===== src/rtl/crtc_pkg.sv =====
package crtc_pkg;

    // register field widths
    localparam int HT_W    = 10;
    localparam int HD_W    = 9;
    localparam int HSS_W   = 13;
    localparam int HSW_W   = 6;
    localparam int VT_W    = 16;
    localparam int VD_W    = 12;
    localparam int VSS_W   = 12;
    localparam int VSW_W   = 5;
    localparam int REG_W   = 32;
    localparam int ADDR_W  = 3;
    localparam int UPPER_LSB = 16;
    localparam int POL_BIT   = 23;

    // derived counter widths: one character is 8 pixels
    localparam int CHAR_SH = 3;
    localparam int X_W     = HT_W + CHAR_SH;
    localparam int Y_W     = VT_W;

    typedef enum logic [ADDR_W-1:0] {
        ADR_HTIME = 3'd0,
        ADR_HSYNC = 3'd1,
        ADR_VTIME = 3'd2,
        ADR_VSYNC = 3'd3,
        ADR_BLANK = 3'd4
    } crtc_addr_e;

    typedef struct packed {
        logic [HT_W-1:0]  h_total_m1;
        logic [HD_W-1:0]  h_disp_m1;
        logic [HSS_W-1:0] hs_start;
        logic [HSW_W-1:0] hs_wid;
        logic             hs_low;
        logic [VT_W-1:0]  v_total_m1;
        logic [VD_W-1:0]  v_disp_m1;
        logic [VSS_W-1:0] vs_start_m1;
        logic [VSW_W-1:0] vs_wid;
        logic             vs_low;
    } crtc_timing_t;

    typedef struct packed {
        logic kill_de;
        logic kill_hs;
        logic kill_vs;
    } crtc_blank_t;

    localparam crtc_timing_t TIMING_RST = '{
        h_total_m1:  HT_W'(3),
        h_disp_m1:   HD_W'(1),
        hs_start:    HSS_W'(20),
        hs_wid:      HSW_W'(1),
        hs_low:      1'b0,
        v_total_m1:  VT_W'(9),
        v_disp_m1:   VD_W'(5),
        vs_start_m1: VSS_W'(6),
        vs_wid:      VSW_W'(1),
        vs_low:      1'b0
    };

    function automatic logic [HSW_W-1:0] h_width_eff(input logic [HSW_W-1:0] w);
        return (w == '0) ? HSW_W'(1) : w;
    endfunction

    function automatic logic [VSW_W-1:0] v_width_eff(input logic [VSW_W-1:0] w);
        return (w == '0) ? VSW_W'(1) : w;
    endfunction

endpackage


===== src/rtl/crtc_regfile.sv =====
module crtc_regfile
    import crtc_pkg::*;
(
    input  logic               clk,
    input  logic               rst,
    input  logic               wr_en,
    input  logic [ADDR_W-1:0]  wr_addr,
    input  logic [REG_W-1:0]   wr_data,
    input  logic               frame_wrap,
    output crtc_timing_t       timing,
    output crtc_blank_t        blank
);

    crtc_timing_t shadow;
    logic         unused_hi_bits;

    assign unused_hi_bits = ^wr_data[REG_W-1:UPPER_LSB+VD_W];

    always_ff @(posedge clk) begin
        if (rst) begin
            shadow <= TIMING_RST;
            blank  <= '0;
        end else if (wr_en) begin
            case (wr_addr)
                ADR_HTIME: begin
                    shadow.h_total_m1 <= wr_data[HT_W-1:0];
                    shadow.h_disp_m1  <= wr_data[UPPER_LSB +: HD_W];
                end
                ADR_HSYNC: begin
                    shadow.hs_start <= wr_data[HSS_W-1:0];
                    shadow.hs_wid   <= wr_data[UPPER_LSB +: HSW_W];
                    shadow.hs_low   <= wr_data[POL_BIT];
                end
                ADR_VTIME: begin
                    shadow.v_total_m1 <= wr_data[VT_W-1:0];
                    shadow.v_disp_m1  <= wr_data[UPPER_LSB +: VD_W];
                end
                ADR_VSYNC: begin
                    shadow.vs_start_m1 <= wr_data[VSS_W-1:0];
                    shadow.vs_wid      <= wr_data[UPPER_LSB +: VSW_W];
                    shadow.vs_low      <= wr_data[POL_BIT];
                end
                ADR_BLANK: begin
                    blank.kill_de <= wr_data[0];
                    blank.kill_hs <= wr_data[1];
                    blank.kill_vs <= wr_data[2];
                end
                default: ;
            endcase
        end
    end

    // working set follows the shadow only at a frame boundary
    always_ff @(posedge clk) begin
        if (rst)
            timing <= TIMING_RST;
        else if (frame_wrap)
            timing <= shadow;
    end

    // working timing never moves except on a frame wrap
    assert_timing_hold_R9: assert property (@(posedge clk) disable iff (rst)
        !$past(frame_wrap) |-> $stable(timing));

endmodule


===== src/rtl/crtc_axis_ctr.sv =====
module crtc_axis_ctr #(
    parameter int W = 16
) (
    input  logic         clk,
    input  logic         rst,
    input  logic         step,
    input  logic [W-1:0] last_val,
    output logic [W-1:0] cnt,
    output logic         at_last
);

    assign at_last = (cnt >= last_val);

    always_ff @(posedge clk) begin
        if (rst)
            cnt <= '0;
        else if (step)
            cnt <= at_last ? '0 : cnt + 1'b1;
    end

    // a stepping counter below its limit advances by exactly one
    assert_count_step_R2: assert property (@(posedge clk) disable iff (rst)
        (step && !at_last) |=> (cnt == $past(cnt) + 1'b1));

    // without a step the position holds
    assert_count_hold_R3: assert property (@(posedge clk) disable iff (rst)
        !step |=> $stable(cnt));

endmodule


===== src/rtl/crtc_timing_gen.sv =====
module crtc_timing_gen
    import crtc_pkg::*;
(
    input  logic              clk,
    input  logic              rst,
    input  logic              wr_en,
    input  logic [2:0]        wr_addr,
    input  logic [31:0]       wr_data,
    output logic [12:0]       pix_x,
    output logic [15:0]       line_y,
    output logic              de,
    output logic              hsync,
    output logic              vsync
);

    crtc_timing_t tm;
    crtc_blank_t  bk;
    logic         h_at_last;
    logic         v_at_last;
    logic         frame_wrap;

    logic [X_W-1:0] h_last;
    logic [X_W-1:0] h_act_last;
    logic [X_W:0]   hs_beg;
    logic [X_W:0]   hs_end;
    logic [Y_W:0]   vs_beg;
    logic [Y_W:0]   vs_end;
    logic           in_h_act;
    logic           in_v_act;
    logic           hs_pulse;
    logic           vs_pulse;

    assign frame_wrap = h_at_last && v_at_last;

    crtc_regfile u_regs (
        .clk        (clk),
        .rst        (rst),
        .wr_en      (wr_en),
        .wr_addr    (wr_addr),
        .wr_data    (wr_data),
        .frame_wrap (frame_wrap),
        .timing     (tm),
        .blank      (bk)
    );

    // line length in pixels minus one: character count times eight, plus seven
    assign h_last     = {tm.h_total_m1, {CHAR_SH{1'b1}}};
    assign h_act_last = X_W'({tm.h_disp_m1, {CHAR_SH{1'b1}}});

    crtc_axis_ctr #(.W(X_W)) u_hctr (
        .clk      (clk),
        .rst      (rst),
        .step     (1'b1),
        .last_val (h_last),
        .cnt      (pix_x),
        .at_last  (h_at_last)
    );

    crtc_axis_ctr #(.W(Y_W)) u_vctr (
        .clk      (clk),
        .rst      (rst),
        .step     (h_at_last),
        .last_val (tm.v_total_m1),
        .cnt      (line_y),
        .at_last  (v_at_last)
    );

    // horizontal sync window, pixel-granular start, character-granular width
    assign hs_beg = (X_W+1)'(tm.hs_start);
    assign hs_end = hs_beg + (X_W+1)'({h_width_eff(tm.hs_wid), {CHAR_SH{1'b0}}});

    // vertical sync window, start stored minus one
    assign vs_beg = (Y_W+1)'(tm.vs_start_m1) + 1'b1;
    assign vs_end = vs_beg + (Y_W+1)'(v_width_eff(tm.vs_wid));

    assign in_h_act = (pix_x <= h_act_last);
    assign in_v_act = (line_y <= Y_W'(tm.v_disp_m1));
    assign hs_pulse = ({1'b0, pix_x} >= hs_beg) && ({1'b0, pix_x} < hs_end);
    assign vs_pulse = ({1'b0, line_y} >= vs_beg) && ({1'b0, line_y} < vs_end);

    assign de    = !bk.kill_de && in_h_act && in_v_act;
    assign hsync = (hs_pulse && !bk.kill_hs) ^ tm.hs_low;
    assign vsync = (vs_pulse && !bk.kill_vs) ^ tm.vs_low;

    // the edge after the last pixel of the last line starts a frame at (0,0)
    assert_frame_restart_R3: assert property (@(posedge clk) disable iff (rst)
        frame_wrap |=> (pix_x == '0) && (line_y == '0));

    // the line counter only moves on a horizontal wrap
    assert_line_moves_on_wrap_R2: assert property (@(posedge clk) disable iff (rst)
        (line_y != $past(line_y)) |-> $past(h_at_last));

endmodule


===== config.mk =====
export PLATFORM = sky130hd
export DESIGN_NAME = crtc_timing_gen
export DESIGN_NICKNAME = d
export VERILOG_FILES = /design/src/rtl/crtc_pkg.sv /design/src/rtl/crtc_regfile.sv /design/src/rtl/crtc_axis_ctr.sv /design/src/rtl/crtc_timing_gen.sv
export SDC_FILE = /design/constraint.sdc
export NUM_CORES = 1
export LEC_CHECK = 0
export CORE_MARGIN = 1
export CORE_UTILIZATION = 47
export CTS_BUF_LIST = sky130_fd_sc_hd__clkbuf_2 sky130_fd_sc_hd__clkbuf_4 sky130_fd_sc_hd__clkbuf_8
export CTS_CLUSTER_DIAMETER = 120
export DETAILED_ROUTE_END_ITERATION = 7
export PLACE_DENSITY = 0.75
export SYNTH_ARGS = -nofsm -noshare
export SYNTH_HDL_FRONTEND = slang
export SYNTH_HIERARCHICAL = 1
export SYNTH_SLANG_ARGS = --single-unit

===== constraint.sdc =====
create_clock -name clk -period 8.45 [get_ports clk]
set_input_delay 0.845 -clock clk [delete_from_list [all_inputs] [get_ports clk]]
set_output_delay 0.845 -clock clk [all_outputs]
set_load 0.02 [all_outputs]

==> impl_metrics.json <==
{
  "status": "completed",
  "setup_viol": 0,
  "yosysWarnings": 6,
  "final_layout_size_suffix_gt1_share_pct": 6.371,
  "clk_latency_ns": 0.53,
  "yosys.area.top_type": "dfxtp_1",
  "cts_hold_buf": 0,
  "grt_usage_pct": 22.31,
  "hold_path_class": "flop to flop",
  "diodes": 0,
  "whs_path_depth": 1,
  "fp.coreArea_um2": 23400,
  "relSlewSlack_pct": 37.60,
  "vias": 8566,
  "wirelength_mm": 26.73,
  "synthArstFlopShare_pct": 0,
  "numPlacedInstances": 1550,
  "setup_tns_ns": 0,
  "yosys-top-cells-area": "dfxtp_1 36%, mux2i_1 14%, ha_1 13%",
  "endpoint_kind": "primary output",
  "firstDrtPassIters": 7,
  "fin_hold_ws_ns": 0.4569,
  "fillers": 2112,
  "timing.rr.start": "u_vctr/cnt[12]",
  "hpwl_mm": 18.69,
  "cts_root_buffer": "clkbuf_8",
  "syn2layout_area_growth_pct": 14.24,
  "ys_ff_latch": 202,
  "drv_cap": 0,
  "post_cts_buffers": 0,
  "yosysMostFrequentCell": "dfxtp_1",
  "cpMaxStageDelayCell": "clkdlybuf4s50_1",
  "die_area_um2": 24450,
  "cts_tree": "yes",
  "htree_levels": 2,
  "crit_arrival_ns": 4.63,
  "rows": 56,
  "synthDistinctLibCells": 67,
  "p_leak_nw": 5.373,
  "rsz0062_at_grt": "no",
  "grt_pass1_wl_mm": 42.93,
  "syn_area_per_cell_um2": 9.273,
  "grt_max_degree": 83,
  "io_pins": 70,
  "antenna_found_initial": 0,
  "fin_total_pwr_mw": 1.986,
  "required_ns": 7.61,
  "skew_ns": 0.03666,
  "slew_violations": 0,
  "clock-sinks": 202,
  "start_util_pct": 47.87,
  "cts_resized": 0,
  "wl_per_cell_um": 16.65,
  "synth_edf_count": 0,
  "path_class": "flop to primary output",
  "cts_buffers": 35,
  "path_cells": "ha_1 > xor2_1 > ha_1 > nor2b_1 > o31a_1 > o22a_1 > o211ai_1 > a21boi_1 > xnor2_1 > ha_1 > nand2_1 > o21ai_0 > a21o_1 > a21oi_1 > o211ai_1 > xnor2_1 > clkdlybuf4s50_1",
  "finalCritPeriodShare_pct": 64.77,
  "r2r-end": "u_regs/timing[57]",
  "synth_cells": 1208,
  "timing.critical_path.mode_cell": "ha_1",
  "r2r_cells": 9,
  "post_drt_via_cell_ratio": 5.334,
  "first_global_vias": 8514,
  "crit_path_end": "vsync",
  "cts_buffer_depth": 3,
  "die_w_um": 156.4,
  "critPathMaxFanout": 6,
  "peakVddDrop_mv": 0.1031,
  "grt.overflow.total": 0,
  "finalNetCount": 1422,
  "power.density_nw_per_um2": 155.2,
  "hold_viol_final": 0,
  "gp_congestion": 0.8639,
  "ys_seq_area_share_pct": 36.10,
  "placed_area_um2": 12080,
  "path_clk_slew_ns": 0.07,
  "tightest_slew_ns": 0.9361,
  "drc": 0,
  "fin_cells": 1606,
  "min_period_ns": 5.473,
  "slowest_delay_ns": 0.61,
  "stdcell_area_um2": 12800,
  "io_buffers": 65,
  "r2r_setup_slack_ns": 4.45,
  "synthTopCellsByCount": "202 x dfxtp_1, 162 x mux2i_1, 133 x nor2_1",
  "netlist_area_um2": 11200,
  "drt-initial-drc-count": 571,
  "ys.flop_type": "dfxtp_1",
  "max_freq_ghz": 0.1827,
  "cp-startpoint": "u_regs/timing[6]",
  "synth_top_area_share_pct": 36.10,
  "ant_nets": 0,
  "start_kind": "flop",
  "fp.dieH_um": 156.4
}
where the power goes:
part,switching [mW],internal [mW]
registers,0.00792,0.963
clock network,0.386,0.544
logic,0.0468,0.0396
total,0.440,1.55
worst max-delay path: cells and delay by family, from the launching register on:
| kind | cells | cell delay (ns) |
|---|---|---|
| fa+ha+maj | 3 | 0.94 |
| buf+inv | 1 | 0.61 |
| simple gates | 2 | 0.25 |
| xor+xnor | 3 | 0.55 |
| flops | 1 | 0.40 |
| compound gates | 8 | 1.37 |
state kept, by name, summed over array words and instances (netlist names):
signal / cells
u_regs/shadow: 85
u_regs/blank: 3
u_regs/timing: 85
u_vctr/cnt: 16
u_hctr/cnt: 13
per-stage QoR:
step,worst slack [ns],util (%)
final,2.977,54.68
after global routing,2.530,54.68
after CTS,2.939,54.68
after detailed placement,3.490,51.62
after global placement,3.599,51.62
after floorplan,4.252,-
worst min path at each step:
stage	slack, ns	startpoint	endpoint
2_1_floorplan	0.44	u_regs/shadow[75]	u_regs/timing[75]
3_3_place_gp	0.45	u_regs/shadow[76]	u_regs/timing[76]
3_5_place_dp	0.45	u_regs/shadow[47]	u_regs/timing[47]
4_1_cts	0.46	u_regs/shadow[30]	u_regs/timing[30]
5_1_grt	0.47	u_regs/shadow[47]	u_regs/timing[47]
6_report	0.46	u_regs/shadow[30]	u_regs/timing[30]
final cells by class:
class / instances / area, um2 / area share [%]
multi-input combinational: 874 / 6621 / 51.74
sequential: 202 / 4044 / 31.60
timing repair buffer: 72 / 704.4 / 5.504
clock buffer: 46 / 589.3 / 4.605
tap: 319 / 399.1 / 3.119
inverter: 83 / 311.5 / 2.434
clock inverter: 10 / 127.6 / 0.9973
layout by cell type, fill, tap and decap left out, types with 23 or more instances in the layout:
| cell type | count |
|---|---|
| nand2_1 | 45 |
| nand4_1 | 26 |
| a21oi_1 | 35 |
| xor2_1 | 23 |
| xnor2_1 | 27 |
| clkbuf_8 | 39 |
| nand2b_1 | 107 |
| clkdlybuf4s50_1 | 64 |
| ha_1 | 114 |
| inv_1 | 82 |
| nand3_1 | 27 |
| nor2_1 | 133 |
| mux2i_1 | 162 |
| dfxtp_1 | 202 |
kinds of logic after synthesis:
logic type      share of synthesized area, %
compound gates                         7.428
xor+xnor                               4.155
fa+ha+maj                              13.09
buf+inv                                5.272
flops                                  36.10
mux                                    14.48
other cells                          0.03348
simple gates                           19.45
routing by layer:
layer / GRT usage (%) / share of wire (%) / vias to the layer above
li1: - / - / 4259
met1: 28.12 / 45 / 4042
met2: 38.86 / 48 / 209
met3: 3.102 / 4.5 / 56
met4: 7.610 / 2.5 / 0
met5: 0 / 0 / -
Power figures use the tool's default switching activity.
